## src/rtl/sar_pkg.sv

```systemverilog
package sar_pkg;
    localparam int BUS_W = 8;

    typedef enum logic [1:0] {
        REG_SEL = 2'd0,
        REG_CTL = 2'd1,
        REG_RLO = 2'd2,
        REG_RHI = 2'd3
    } reg_addr_e;

    // control byte bit positions
    localparam int CTL_EN  = 7;
    localparam int CTL_GO  = 6;
    localparam int CTL_AT  = 5;
    localparam int CTL_FLG = 4;
    localparam int CTL_IE  = 3;

    // select byte layout
    localparam int SEL_REF_LSB = 6;
    localparam int SEL_LADJ    = 5;
    localparam logic [BUS_W-1:0] SEL_MASK = 8'hEF;
endpackage

```

## src/rtl/sar_clkdiv.sv

```systemverilog
module sar_clkdiv #(
    parameter int SEL_W = 3
) (
    input  logic             clk,
    input  logic             rst_n,
    input  logic             run,
    input  logic [SEL_W-1:0] sel,
    output logic             tick
);
    localparam int CNT_W = (1 << SEL_W) - 1;

    typedef struct packed {
        logic [CNT_W-1:0] cnt;
    } div_t;

    div_t        st_q, st_d;
    logic [CNT_W:0] lim;

    always_comb begin
        if (sel <= SEL_W'(1)) lim = (CNT_W+1)'(2);
        else                  lim = (CNT_W+1)'(1) << sel;
        tick = run && ({1'b0, st_q.cnt} == (lim - 1'b1));
        st_d = st_q;
        if (!run || tick) st_d.cnt = '0;
        else              st_d.cnt = st_q.cnt + 1'b1;
    end

    always_ff @(posedge clk or negedge rst_n) begin
        if (!rst_n) st_q <= '0;
        else        st_q <= st_d;
    end

    AST_TICK_GAP: assert property (@(posedge clk) disable iff (!rst_n)
        tick |=> !tick);
endmodule

```

## src/rtl/sar_engine.sv

```systemverilog
module sar_engine #(
    parameter int RES_W = 10
) (
    input  logic             clk,
    input  logic             rst_n,
    input  logic             run,
    input  logic             tick,
    input  logic             cmp_hi,
    output logic [RES_W-1:0] dac_code,
    output logic             sampling,
    output logic             res_load,
    output logic [RES_W-1:0] res_value,
    output logic             done
);
    localparam int STEPS     = RES_W + 3;
    localparam int STEP_W    = $clog2(STEPS);
    localparam int XFER_STEP = RES_W + 1;
    localparam int DONE_STEP = RES_W + 2;

    typedef struct packed {
        logic [STEP_W-1:0] step;
        logic [RES_W-1:0]  dac;
    } eng_t;

    eng_t st_q, st_d;

    always_comb begin
        st_d     = st_q;
        res_load = 1'b0;
        done     = 1'b0;
        if (!run) begin
            st_d = '0;
        end else if (tick) begin
            if (st_q.step == '0) st_d.dac = '0;
            for (int b = 0; b < RES_W; b++) begin
                // decide bit b one tick after it was trialled
                if (int'(st_q.step) == RES_W - b && !cmp_hi) st_d.dac[b] = 1'b0;
                if (int'(st_q.step) == RES_W - 1 - b)        st_d.dac[b] = 1'b1;
            end
            if (int'(st_q.step) == XFER_STEP) res_load = 1'b1;
            if (int'(st_q.step) == DONE_STEP) begin
                done       = 1'b1;
                st_d.step  = '0;
            end else begin
                st_d.step  = st_q.step + 1'b1;
            end
        end
    end

    assign dac_code  = st_q.dac;
    assign res_value = st_q.dac;
    assign sampling  = run && (st_q.step == '0);

    always_ff @(posedge clk or negedge rst_n) begin
        if (!rst_n) st_q <= '0;
        else        st_q <= st_d;
    end

    AST_STEP_RANGE: assert property (@(posedge clk) disable iff (!rst_n)
        run |-> (int'(st_q.step) <= DONE_STEP));
    AST_DONE_PULSE: assert property (@(posedge clk) disable iff (!rst_n)
        done |=> !done);
    AST_IDLE_CLEAR: assert property (@(posedge clk) disable iff (!rst_n)
        !run |=> (st_q.step == '0));
endmodule

```

## src/rtl/sar_adc_ctrl.sv

```systemverilog
module sar_adc_ctrl
    import sar_pkg::*;
#(
    parameter int RES_W = 10,
    parameter int SEL_W = 3,
    parameter int CH_W  = 4,
    parameter int REF_W = 2
) (
    input  logic             clk,
    input  logic             rst_n,
    input  logic             bus_wr,
    input  logic [1:0]       bus_addr,
    input  logic [BUS_W-1:0] bus_wdata,
    output logic [BUS_W-1:0] bus_rdata,
    input  logic             cmp_hi,
    output logic [RES_W-1:0] dac_code,
    output logic             sampling,
    output logic [CH_W-1:0]  chan_sel,
    output logic [REF_W-1:0] ref_sel,
    output logic             irq
);
    localparam int PAIR_W = 2 * BUS_W;
    localparam int PAD_W  = PAIR_W - RES_W;

    typedef struct packed {
        logic [BUS_W-1:0] selr;
        logic             en;
        logic             ate;
        logic             flag;
        logic             ie;
        logic [SEL_W-1:0] presc;
        logic             busy;
        logic [CH_W-1:0]  lat_ch;
        logic [REF_W-1:0] lat_ref;
        logic [RES_W-1:0] result;
    } ctl_t;

    ctl_t st_q, st_d;

    logic             tick, eng_load, eng_done;
    logic [RES_W-1:0] eng_res;
    logic             ctl_wr, abort, go;
    logic [PAIR_W-1:0] pair;

    sar_clkdiv #(.SEL_W(SEL_W)) u_div (
        .clk  (clk),
        .rst_n(rst_n),
        .run  (st_q.busy),
        .sel  (st_q.presc),
        .tick (tick)
    );

    sar_engine #(.RES_W(RES_W)) u_eng (
        .clk      (clk),
        .rst_n    (rst_n),
        .run      (st_q.busy),
        .tick     (tick),
        .cmp_hi   (cmp_hi),
        .dac_code (dac_code),
        .sampling (sampling),
        .res_load (eng_load),
        .res_value(eng_res),
        .done     (eng_done)
    );

    always_comb begin
        st_d   = st_q;
        ctl_wr = bus_wr && (reg_addr_e'(bus_addr) == REG_CTL);
        abort  = ctl_wr && !bus_wdata[CTL_EN];
        go     = ctl_wr && bus_wdata[CTL_EN] && bus_wdata[CTL_GO] && !st_q.busy;

        if (bus_wr && (reg_addr_e'(bus_addr) == REG_SEL))
            st_d.selr = bus_wdata & SEL_MASK;

        if (ctl_wr) begin
            st_d.en    = bus_wdata[CTL_EN];
            st_d.ate   = bus_wdata[CTL_AT];
            st_d.ie    = bus_wdata[CTL_IE];
            st_d.presc = bus_wdata[SEL_W-1:0];
            if (bus_wdata[CTL_FLG]) st_d.flag = 1'b0;
        end

        if (eng_load && !abort) st_d.result = eng_res;

        if (abort) begin
            st_d.busy = 1'b0;
        end else if (go) begin
            st_d.busy    = 1'b1;
            st_d.lat_ch  = st_q.selr[CH_W-1:0];
            st_d.lat_ref = st_q.selr[SEL_REF_LSB +: REF_W];
        end else if (eng_done) begin
            st_d.busy = 1'b0;
        end

        // completion wins over a same-edge clear
        if (eng_done && !abort) st_d.flag = 1'b1;
    end

    always_ff @(posedge clk or negedge rst_n) begin
        if (!rst_n) st_q <= '0;
        else        st_q <= st_d;
    end

    always_comb begin
        if (st_q.selr[SEL_LADJ]) pair = {st_q.result, {PAD_W{1'b0}}};
        else                     pair = {{PAD_W{1'b0}}, st_q.result};
        unique case (reg_addr_e'(bus_addr))
            REG_SEL: bus_rdata = st_q.selr;
            REG_CTL: bus_rdata = {st_q.en, st_q.busy, st_q.ate, st_q.flag,
                                  st_q.ie, st_q.presc};
            REG_RLO: bus_rdata = pair[BUS_W-1:0];
            REG_RHI: bus_rdata = pair[PAIR_W-1:BUS_W];
            default: bus_rdata = '0;
        endcase
    end

    assign chan_sel = st_q.lat_ch;
    assign ref_sel  = st_q.lat_ref;
    assign irq      = st_q.flag & st_q.ie;

    AST_EN_GATES_BUSY: assert property (@(posedge clk) disable iff (!rst_n)
        !st_q.en |-> !st_q.busy);
    AST_FLAG_STICKY: assert property (@(posedge clk) disable iff (!rst_n)
        (st_q.flag && !(ctl_wr && bus_wdata[CTL_FLG])) |=> st_q.flag);
    AST_FLAG_FROM_DONE: assert property (@(posedge clk) disable iff (!rst_n)
        $rose(st_q.flag) |-> $past(eng_done));
    AST_LATCH_HOLD: assert property (@(posedge clk) disable iff (!rst_n)
        (st_q.busy && $past(st_q.busy)) |-> ($stable(st_q.lat_ch) && $stable(st_q.lat_ref)));
    AST_RESULT_HOLD: assert property (@(posedge clk) disable iff (!rst_n)
        !eng_load |=> $stable(st_q.result));
    AST_IRQ_MASK: assert property (@(posedge clk) disable iff (!rst_n)
        !st_q.ie |-> !irq);
endmodule

```

## config.mk

```make
export PLATFORM = sky130hd
export DESIGN_NAME = sar_adc_ctrl
export DESIGN_NICKNAME = d
export VERILOG_FILES = /design/src/rtl/sar_pkg.sv /design/src/rtl/sar_clkdiv.sv /design/src/rtl/sar_engine.sv /design/src/rtl/sar_adc_ctrl.sv
export SDC_FILE = /design/constraint.sdc
export NUM_CORES = 1
export LEC_CHECK = 0
export BUFFER_PORTS_ARGS = -buffer_cell sky130_fd_sc_hd__buf_2
export CAP_MARGIN = 10
export CORE_ASPECT_RATIO = 1.5
export CORE_MARGIN = 2
export CORE_UTILIZATION = 52
export CTS_BUF_LIST = sky130_fd_sc_hd__clkbuf_16
export CTS_CLUSTER_SIZE = 12
export DETAILED_ROUTE_END_ITERATION = 7
export PLACE_DENSITY = 0.84
export SETUP_SLACK_MARGIN = 0.15
export SLEW_MARGIN = 20
export SYNTH_ARGS = -nofsm -noshare
export SYNTH_HDL_FRONTEND = slang
export SYNTH_SLANG_ARGS = --single-unit
```

## constraint.sdc

```tcl
create_clock -name clk -period 2.9 [get_ports clk]
set_clock_uncertainty 0.1 [all_clocks]
set_input_delay 0.58 -clock clk [delete_from_list [all_inputs] [get_ports clk]]
set_output_delay 0.58 -clock clk [all_outputs]
set_load 0.01 [all_outputs]
```

* Word level (Yosys, flattened, before mapping) *
Cells that the tools add are included.

storage, ports and cells
  bits in read-only memories = 0
  bits in writable memories = 0
  memories = 0
  input bits = 14
  output and inout bits = 26
  latch bits = 0
  word-level logic and storage cells = 139
  register bits after elaboration = 52

operators by class
  add/subtract/negate cells = 3
  eq/ne operators = 27
  bitwise operators = 2
  multipliers = 0
  shifts and indexed selects = 1
  order comparisons = 1
  div/mod/pow operators = 0
  muxes and demuxes = 40
  reductions and logical operators = 43

operator list
  operator                                              number
  != test 4 x 1 -> 1 bit (second input constant)        10
  equality test 4 bit (second input constant)           8
  one-hot mux 8 bit (4 select lines)                    1
  two-way mux 1 bit                                     31
  two-way mux 14 bit                                    2
  AND reduction 2 bit                                   12
  logical AND 1 bit                                     20
  two-way mux 16 bit                                    1
  equality test 4 x 3 -> 1 bit (second input constant)  3
  two-way mux 10 bit                                    1
  equality test 7 x 8 -> 1 bit                          1
  logical NOT 4 bit                                     2
  two-way mux 8 bit                                     1
  left shift 1 x 3 -> 8 bit (first input constant)      1
  subtractor 8 x 1 -> 8 bit (second input constant)     1
  adder 7 x 1 -> 7 bit (second input constant)          1
  two-way mux 7 bit                                     1
  two-way mux 5 bit                                     1
  adder 4 x 1 -> 4 bit (second input constant)          1
  equality test 2 bit (second input constant)           2
  equality test 4 x 2 -> 1 bit (second input constant)  1
  logical NOT 1 bit                                     4
  two-way mux 4 bit                                     1
  nonzero test 2 bit                                    2
  8 further kinds                                       8

* Depth between registers and ports, before layout *
Gate-level depths: netlist (run 1).

  depth in word-level cells = 10
  depth in mapped cells = 12
  depth with buffers taken out = 9

* By module *
From an unflattened synthesis (run 1), not the netlist that was laid out.

second synthesis, totals
  cell total of the unflattened synthesis = 308
  area, all modules = 3231.8 um^2

modules (own cells, without submodules)
  module        seq. area each (um^2)  cells an instance  instances  area an instance (um^2)
  sar_adc_ctrl  775.7                  121                1          1581.5
  sar_engine    350.3                  118                1          1066.0
  sar_clkdiv    175.2                  69                 1          584.3

* Worst setup path after synthesis (run 1) *
No wires, ideal clock.

  kind = register to register
  from = reg st_q[19] (netlist name)
  to = reg u_eng.st_q, in the netlist u_eng.dac_code[3]
  cell stages (with the launch flop) = 12
  arrival = 2.572 ns
  slack = 0.110 ns
  buffers on the path = 2
  library setup time = 0.119 ns
  clock period less this slack = 2.790 ns
  data required time = 2.681 ns
  path through = dfrtp_1 > buf_2 > inv_1 > nand2_1 > ha_1 > nor4b_1 > a311oi_2 > xnor2_1 > or4_1 > buf_2 > o31a_1 > o21a_1

on the way
  word-level cells in the longest chain between the ends = 7
  elaborated cells between the ends (all ways) = 8
  those cells by class = add/sub (1); order compare (1); eq/ne (2); shift (1); mux (1); reduce/logical (2)

ends and longest elaborated chain
  what                                                                                         RTL line                            source
  from (decl)                                                                                  sar_adc_ctrl.sv:38                  ctl_t st_q, st_d;
  from (signal assigned)                                                                       sar_adc_ctrl.sv:101                 else st_q <= st_d;
  less-or-equal comparator 3 x 1 -> 1 bit / left shift 1 x 3 -> 8 bit (equally long branches)  sar_clkdiv.sv:20, sar_clkdiv.sv:21
  two-way mux 8 bit *                                                                          sar_clkdiv.sv:20                    if (sel <= SEL_W'(1)) lim = (CNT_W+1)'(2);
  subtractor 8 x 1 -> 8 bit *                                                                  sar_clkdiv.sv:22                    tick = run && ({1'b0, st_q.cnt} == (lim - 1'b1));
  equality test 7 x 8 -> 1 bit *                                                               sar_clkdiv.sv:22
  logical AND 1 bit *                                                                          sar_clkdiv.sv:22
  != test 2 x 1 -> 1 bit (no source line) *                                                    n/a
  AND reduction 2 bit (no source line) *                                                       n/a
  to (signal assigned)                                                                         sar_engine.sv:56                    else st_q <= st_d;
  to (decl)                                                                                    sar_engine.sv:25                    eng_t st_q, st_d;

Every way passes the cells marked *; elsewhere a longest branch is shown, timed or not.
A chain may end at the register's enable or synchronous reset.

* Worst setup path after layout (run 1) *
  from = reg st_q[19] (netlist name)
  to = reg u_eng.st_q[13] (netlist name)

on the way
  word-level cells in the longest chain between the ends = 6
  elaborated cells between the ends (all ways) = 7
  those cells by class = add/sub (1); order compare (1); eq/ne (2); shift (1); mux (1); reduce/logical (1)

ends and longest elaborated chain
  what                                                                                         RTL line
  less-or-equal comparator 3 x 1 -> 1 bit / left shift 1 x 3 -> 8 bit (equally long branches)  sar_clkdiv.sv:20, sar_clkdiv.sv:21
  two-way mux 8 bit *                                                                          sar_clkdiv.sv:20
  subtractor 8 x 1 -> 8 bit *                                                                  sar_clkdiv.sv:22
  equality test 7 x 8 -> 1 bit *                                                               sar_clkdiv.sv:22
  logical AND 1 bit *                                                                          sar_clkdiv.sv:22
  != test 2 x 1 -> 1 bit (no source line) *                                                    n/a

Marks and branches as above.

==> summary.txt, run 1 <==
Global route
  • Largest net degree at the start of global routing: 30
  • First-pass GRT wire length: about 12 mm
  • GRT Residual Overflow: 0
  • Routing usage on met1: 0.256
  • Top Usage Layer GRT: met2
  • Met2 usage: 0.419
  • Tot GR Track Use: 0.233
  • Antenna violations before repair: 0
  • Vias in the first global route: ~2500
  • Met3 Use GR: 0.0395

Layout
  • FILL cells: ~390
  • Area Growth Syn to Fin: 16.2%
  • Reg area: approximately 1300 um^2
  • Final Non-Filler Cells: slightly above 400
  • # diodes: 0
  • Fin util: 0.633
  • Multi-input gate area: 1510 um^2
  • NumNets Final: about 360
  • Share of cells above drive strength 1: 0.328

Synth
  • Syn. warnings: 0
  • Synth Net Count: 320
  • Mapped Cells: 300
  • Post-synth top area share: 0.435
  • Ys flop type: dfrtp_1
  • Post-synth cell types: 53
  • FF+latch count, synth: 52
  • Dominant cell type by area after synthesis: dfrtp_1
  • Mean Syn Cell Area: ~10 um^2
  • Multiplexer share of the synthesized area: 0.130
  • Synthesized cell area: approximately 3000 um^2
  • Post-Synth Adder-Cell Area: 0.0251
  • Compound-Gate Fraction of Synth Area: 0.150
  • Ranking of synthesized cells by area: dfrtp_1 (44%), mux2_2 (12%), buf_4 (4.0%)
  • XOR/XNOR share of the synthesized area: 0.0264
  • Synth async-reset ratio: 1.00
  • Main combinational cell family by area after synthesis: simple AND/OR/NAND/NOR gates
  • Synth Area in Simple Gates: 0.161
  • Post-synth EDFFs: 0
  • Post-synthesis sequential area ratio: 0.435

CTS
  • Clk slew on worst S/H paths: 0.07 ns
  • Number of buffers created by CTS: 5
  • # H-tree levels: 2
  • Clk Latency, worst-skew pair: around 0.29 ns
  • Clk buf depth: 2
  • Clk sinks: 52
  • Root Buffer: clkbuf_16
  • CTS tree: done

Timing
  • Final Hold Viols: 0
  • Max Slew Vio Count: 0
  • Minimum hold slack: between 0.05 and 0.06 ns
  • Final period util: 0.964
  • F_max: 358 MHz
  • Final setup viols: 0
  • Tmin final: approximately 2.8 ns

Drt
  • Drt first-iter violations: around 150
  • WL final: 7.52 mm
  • Vias per Instance: just over 6
  • Final ANT Viol Nets: 0
  • WL/cell: ~18 um
  • Vias: between 2000 and 2500
  • DRC: 0
  • Pre-Repair DR Iteration Count: 4

Placement
  • DP HPWL: approximately 5 mm
  • Final GP Congestion: between 0.8 and 0.9
  • Port Buffer Count: 39
  • DP Cell Count: 395

Setup path
  • Worst stage delay on the critical path: around 0.67 ns
  • Crit path arrival time: around 2.9 ns
  • Worst-path maximum fanout: 5
  • CP startpoint kind: flop
  • Worst path slowest cell: or4b_2
  • Crit-path leading delay family: simple AND/OR/NAND/NOR gates
  • Bufs and invs on worst path: 2
  • Crit path cell chain: inv_2 -> nand2_1 -> ha_4 -> nor4b_4 -> a311oi_2 -> xnor2_1 -> buf_4 -> or4b_2 -> o211ai_1 -> o21ai_1
  • Crit path kind: reg2reg
  • Req. time, crit path: 2.97 ns
  • Crit path capture type: flop

Floorplanning
  • Starting density of the core: 0.545
  • Num rows: 33
  • Die Span X: around 66 um
  • Die Height: around 97 um
  • Core footprint: approximately 5500 um^2
  • I/O pin total: 40
  • Die Footprint: around 6400 um^2

Outcome
  • Status: complete, no violations

Worst hold path
  • Tightest Hold Check Type: in2async

Pwr
  • PwrDens: roughly 560 nW/um^2
  • Worst vdd ir: around 0.32 mV
  • Pleak: 0.00161 uW

Flow run
  • Max-Cap Viols: 0
[cells by family (layout without fill, tap and decap cells)]
kind of cell,after synthesis,after routing
compound gates,68,68
mux,35,35
simple gates,90,90
fa+ha+maj,6,6
other cells,1,1
flops,52,52
xor+xnor,9,9
buf+inv,39,77
[synthesized netlist by cell type, drive strengths merged, types with 2 or more instances]
master	count
xnor2	5
clkbuf	9
xor2	4
nor3	6
nor2b	8
or4b	2
or2	2
dfrtp	52
o21ai	15
o31ai	6
a32oi	2
nand4	4
a21oi	18
buf	23
mux2i	4
mux2	31
and3	5
nor2	14
or4	2
o311ai	3
o31a	2
nand3	10
o21a	3
ha	6
nand2b	3
nand2	26
inv	7
a31oi	3
o211ai	3
a21boi	4
[cells in the final DEF, fill, tap and decap left out, types with 4 or more instances in the layout]
cell	instances
dfrtp_1	52
buf_2	39
mux2_2	31
nand2_1	26
buf_4	21
a21oi_1	18
o21ai_0	14
nor2_1	14
nand3_1	10
nor2b_1	8
o31ai_1	6
inv_1	5
and3_1	5
nor3_1	5
xnor2_1	5
ha_1	5
clkbuf_16	5
mux2i_1	4
nand4_1	4
xor2_1	4
[layer usage]
metal	routed length (um)	part of all wire
met3	300	0.040
met1	2920	0.39
met2	3930	0.52
met4	369	0.049
met5	0	0
[per-stage QoR]
| stage | total power (uW) | setup slack, ns | instance area [um^2] | TNS (ns) |
|---|---|---|---|---|
| finish | 1960 | 0.105 | 3470 | 0 |
| global route | 2040 | -0.0349 | 3470 | -0.0370 |
| CTS | 1920 | 0.155 | 3420 | 0 |
| detailed placement | 1260 | 0.145 | 3230 | 0 |
| global placement | 1240 | 0.225 | 3230 | 0 |
| floorplan | 1140 | 0.170 | 3000 | 0 |
[flip-flops by register name (all words and copies together), names as in the netlist]
name            flops
chan_sel            4
ref_sel             2
u_div.st_q          7
u_eng.st_q          4
st_q               25
u_eng.dac_code     10
[worst register-to-register path: stages, from the launching register on]
cell and delay [ns]:
dfrtp_1 0.39, inv_2 0.09, nand2_1 0.09, ha_4 0.20
nor4b_4 0.34, a311oi_2 0.10, xnor2_1 0.20, buf_4 0.18
or4b_2 0.67, o211ai_1 0.22, o21ai_1 0.11
[what timing repair did]
action / 4_1_cts / 5_1_grt
gates cloned: 0 / 0
setup buffers: 1 / 4
gates resized for setup: 3 / 8
pin swaps: 2 / 3
setup endpoints to repair: 16 / 19
hold buffers: 0 / 0
[final cells by class]
cell class,count,area share
Clock inverter,3,0.0122
Clock buffer,5,0.0360
Sequential cell,52,0.375
Tap cell,70,0.0252
Inverter,7,0.00756
Multi-Input combinational cell,209,0.434
Timing Repair Buffer,62,0.111
[path summary, 6_finish.rpt]
check | startpoint | end | slack (ns) | cells past startpoint
setup / recovery | st_q[19] | u_eng.st_q[13] | 0.10 | 10
hold / removal | rst_n | chan_sel[2] | 0.06 | 1
setup reg to reg | st_q[19] | u_eng.st_q[13] | 0.10 | 10
hold reg to reg | u_div.st_q[0] | u_div.st_q[0] | 0.41 | 1
max in group asynchronous | rst_n | st_q[29] | 1.96 | 2
min in group clk | u_div.st_q[0] | u_div.st_q[0] | 0.41 | 1
[where the power goes]
group          internal (uW)  switching (uW)  total (uW)
Combinational            198             237         435
Sequential               797            62.3         859
Clock                    406             257         663
Total                   1400             556        1960
Power figures use the tool's default switching activity.
==> inputs of run 2 (changes only) <==
--- a/config.mk
+++ b/config.mk
@@ -5,15 +5,14 @@
 export SDC_FILE = /design/constraint.sdc
 export NUM_CORES = 1
 export LEC_CHECK = 0
-export BUFFER_PORTS_ARGS = -buffer_cell sky130_fd_sc_hd__buf_2
-export CAP_MARGIN = 10
+export CAP_MARGIN = 20
 export CORE_ASPECT_RATIO = 1.5
 export CORE_MARGIN = 2
-export CORE_UTILIZATION = 52
-export CTS_BUF_LIST = sky130_fd_sc_hd__clkbuf_16
+export CORE_UTILIZATION = 55
 export CTS_CLUSTER_SIZE = 12
 export DETAILED_ROUTE_END_ITERATION = 7
-export PLACE_DENSITY = 0.84
+export DONT_BUFFER_PORTS = 1
+export PLACE_DENSITY = 0.81
 export SETUP_SLACK_MARGIN = 0.15
 export SLEW_MARGIN = 20
 export SYNTH_ARGS = -nofsm -noshare
==> summary.txt, run 2 (synthesized netlist as in run 1, its figures left out) <==
Floorplanning
  • I/O pin total: 40 (unchanged)
  • Starting density of the core: 0.575 (+0.0300)
  • Die Footprint: 6060 um^2 (-5.2%)
  • Num rows: 32 (-3.0%)
  • Die Span X: 64.2 um (-2.6%)
  • Die Height: 94.3 um (-2.6%)
  • Core footprint: 5200 um^2 (-5.2%)

Layout
  • Multi-input gate area: 1510 um^2 (-0.17%)
  • Reg area: 1300 um^2 (unchanged)
  • Max reg flops: 25 (unchanged)
  • Commonest non-fill, non-tap cells in the layout: dfrtp_1 (52), mux2_2 (31), nand2_1 (25)
  • Share of cells above drive strength 1: 0.241 (-0.0877)
  • NumNets Final: 314 (-12%)
  • Commonest non-fill, non-tap cell in the layout: dfrtp_1
  • Largest Register: st_q
  • FILL cells: 397 (+1.0%)
  • # diodes: 0 (unchanged)
  • Fin util: 0.614 (-0.0183)
  • Area Growth Syn to Fin: 6.95%

Setup path
  • Worst stage delay on the critical path: 0.66 ns (about the same)
  • Crit path kind: reg2reg
  • CP startpoint kind: flop
  • Crit-path leading delay family: compound AO/OA/AOI/OAI gates
  • Crit path capture type: flop
  • Worst-path maximum fanout: 5 (unchanged)
  • Crit path cell chain: inv_2 -> nand2_2 -> ha_4 -> o211a_1 -> a311oi_2 -> xnor2_1 -> buf_4 -> or4b_2 -> o211ai_1 -> o21ai_1
  • Crit path arrival time: 2.82 ns (-0.04 ns)
  • Bufs and invs on worst path: 2 (unchanged)
  • Req. time, crit path: 2.97 ns (about the same)
  • Worst path slowest cell: or4b_2

Timing
  • Tmin final: 2.75 ns (-0.0461 ns)
  • Final period util: 0.948 (-0.0159)
  • Setup ws final: 0.151 ns (+0.0461 ns)
  • Max Slew Vio Count: 0 (unchanged)
  • Setup TNS: 0 ns (unchanged)
  • Final Hold Viols: 0 (unchanged)
  • Worst Tran Pin Value: just over 0.7 ns
  • F_max: 364 MHz (+1.7%)
  • RSZ-0062 raised after global routing: false
  • Slew margin rel.: 0.520
  • Final setup viols: 0 (unchanged)

CTS
  • Clk buf depth: 2 (unchanged)
  • Root Buffer: clkbuf_8
  • Clk slew on worst S/H paths: 0.10 ns (+0.03 ns)
  • Clk sinks: 52 (unchanged)
  • Number of buffers created by CTS: 5 (unchanged)
  • Clk Latency, worst-skew pair: 0.30 ns (about the same)
  • # H-tree levels: 2 (unchanged)
  • CTS tree: done

Worst hold path
  • Tightest Hold Check Type: in2async

Global route
  • First-pass GRT wire length: 10.9 mm (-6.7%)
  • Antenna violations before repair: 0 (unchanged)
  • Tot GR Track Use: 0.230 (-0.00360)
  • GRT Residual Overflow: 0 (unchanged)
  • Vias in the first global route: 2250 (-9.3%)
  • Largest net degree at the start of global routing: 53 (+77%)

Pwr
  • Sw frac: 0.302 (+0.0179)
  • PwrDens: 514 nW/um^2 (-8.8%)
  • Worst vdd ir: 0.235 mV (-26%)
  • Int Pwr: 1150 uW (-18%)
  • Sequential power share: 0.533 (+0.094)
  • Pleak: 0.00138 uW (-15%)
  • Logic pwr share: 0.203 (-0.019)
  • Clk pwr share: 0.264 (-0.075)
  • NetSw: 496 uW (-11%)

Placement
  • Pre-CTS setup slack: 0.0875 ns (-0.0573 ns)
  • Final GP Congestion: 0.822 (-4.3%)
  • Port Buffer Count: 0 (-100%)
  • DP HPWL: 4.67 mm (-6.5%)

Drt
  • WL/cell: 18.5 um (+0.43%)
  • Drt first-iter violations: 225 (+48%)
  • Pre-Repair DR Iteration Count: 4 (unchanged)
  • Vias per Instance: 6.24 (+3.0%)
  • WL final: 6.72 mm (-11%)
  • Final ANT Viol Nets: 0 (unchanged)
  • DRC: 0 (unchanged)
  • Vias: 2264 (-8.3%)

Outcome
  • Status: complete, no violations

Flow run
  • Max-Cap Viols: 0 (unchanged)
-- run 2: repair_timing --
action | in CTS | in global routing
pin swaps | 1 | 5
resized for setup | 3 | 11
cloned | 0 | 0
hold endpoints to repair | 52 | 0
setup buffers | 1 | 4
hold buffers | 1 | 0
endpoints found under the setup margin | 16 | 20
-- run 2: routing by layer --
metal	GRT usage	routed length [um]
met5	0	0
met4	0.0975	167
met3	0.0432	341
met1	0.272	2630
met2	0.405	3580
-- run 2: final cells by class --
type,instances,area share
clock buffers,6,0.0258
clock inverters,2,0.00469
inverters,7,0.00822
multi-input cells,209,0.471
flip-flops and latches,52,0.407
well taps,68,0.0266
repair buffers,19,0.0571
-- run 2: metrics by stage --
stage	power, uW	area [um^2]	std cells	hold slack [ns]
floorplan	1140	3000	300	0.184
global placement	1160	2990	349	0.186
detailed placement	1170	2990	349	0.186
CTS	1620	3140	359	0.0283
global route	1710	3200	363	0.0321
finish	1640	3200	363	0.0196
-- run 2: final timing paths --
path	end	depth (start not counted)	slack (ns)	start
max in group asynchronous	st_q[24]	1	2.46	rst_n
hold reg to reg	u_div.st_q[0]	1	0.41	u_div.st_q[0]
setup / recovery	u_eng.st_q[13]	10	0.15	st_q[19]
setup reg to reg	u_eng.st_q[13]	10	0.15	st_q[19]
hold / removal	u_eng.st_q[10]	1	0.02	rst_n
min in group clk	st_q[30]	1	0.32	bus_wdata[6]
-- run 2: power groups by stage --
stage | clock network, uW | logic (uW) | registers (uW)
2_1_floorplan | 0 | 288 | 847
3_3_place_gp | 0 | 277 | 885
3_5_place_dp | 0 | 286 | 888
4_1_cts | 441 | 307 | 874
5_1_grt | 468 | 363 | 884
6_report | 434 | 333 | 876
-- run 2: worst reg2reg max path, stage by stage, from the launching register on --
cell	delay (ns)
dfrtp_1	0.41
inv_2	0.09
nand2_2	0.07
ha_4	0.18
o211a_1	0.14
a311oi_2	0.34
xnor2_1	0.17
buf_4	0.18
or4b_2	0.66
o211ai_1	0.19
o21ai_1	0.11
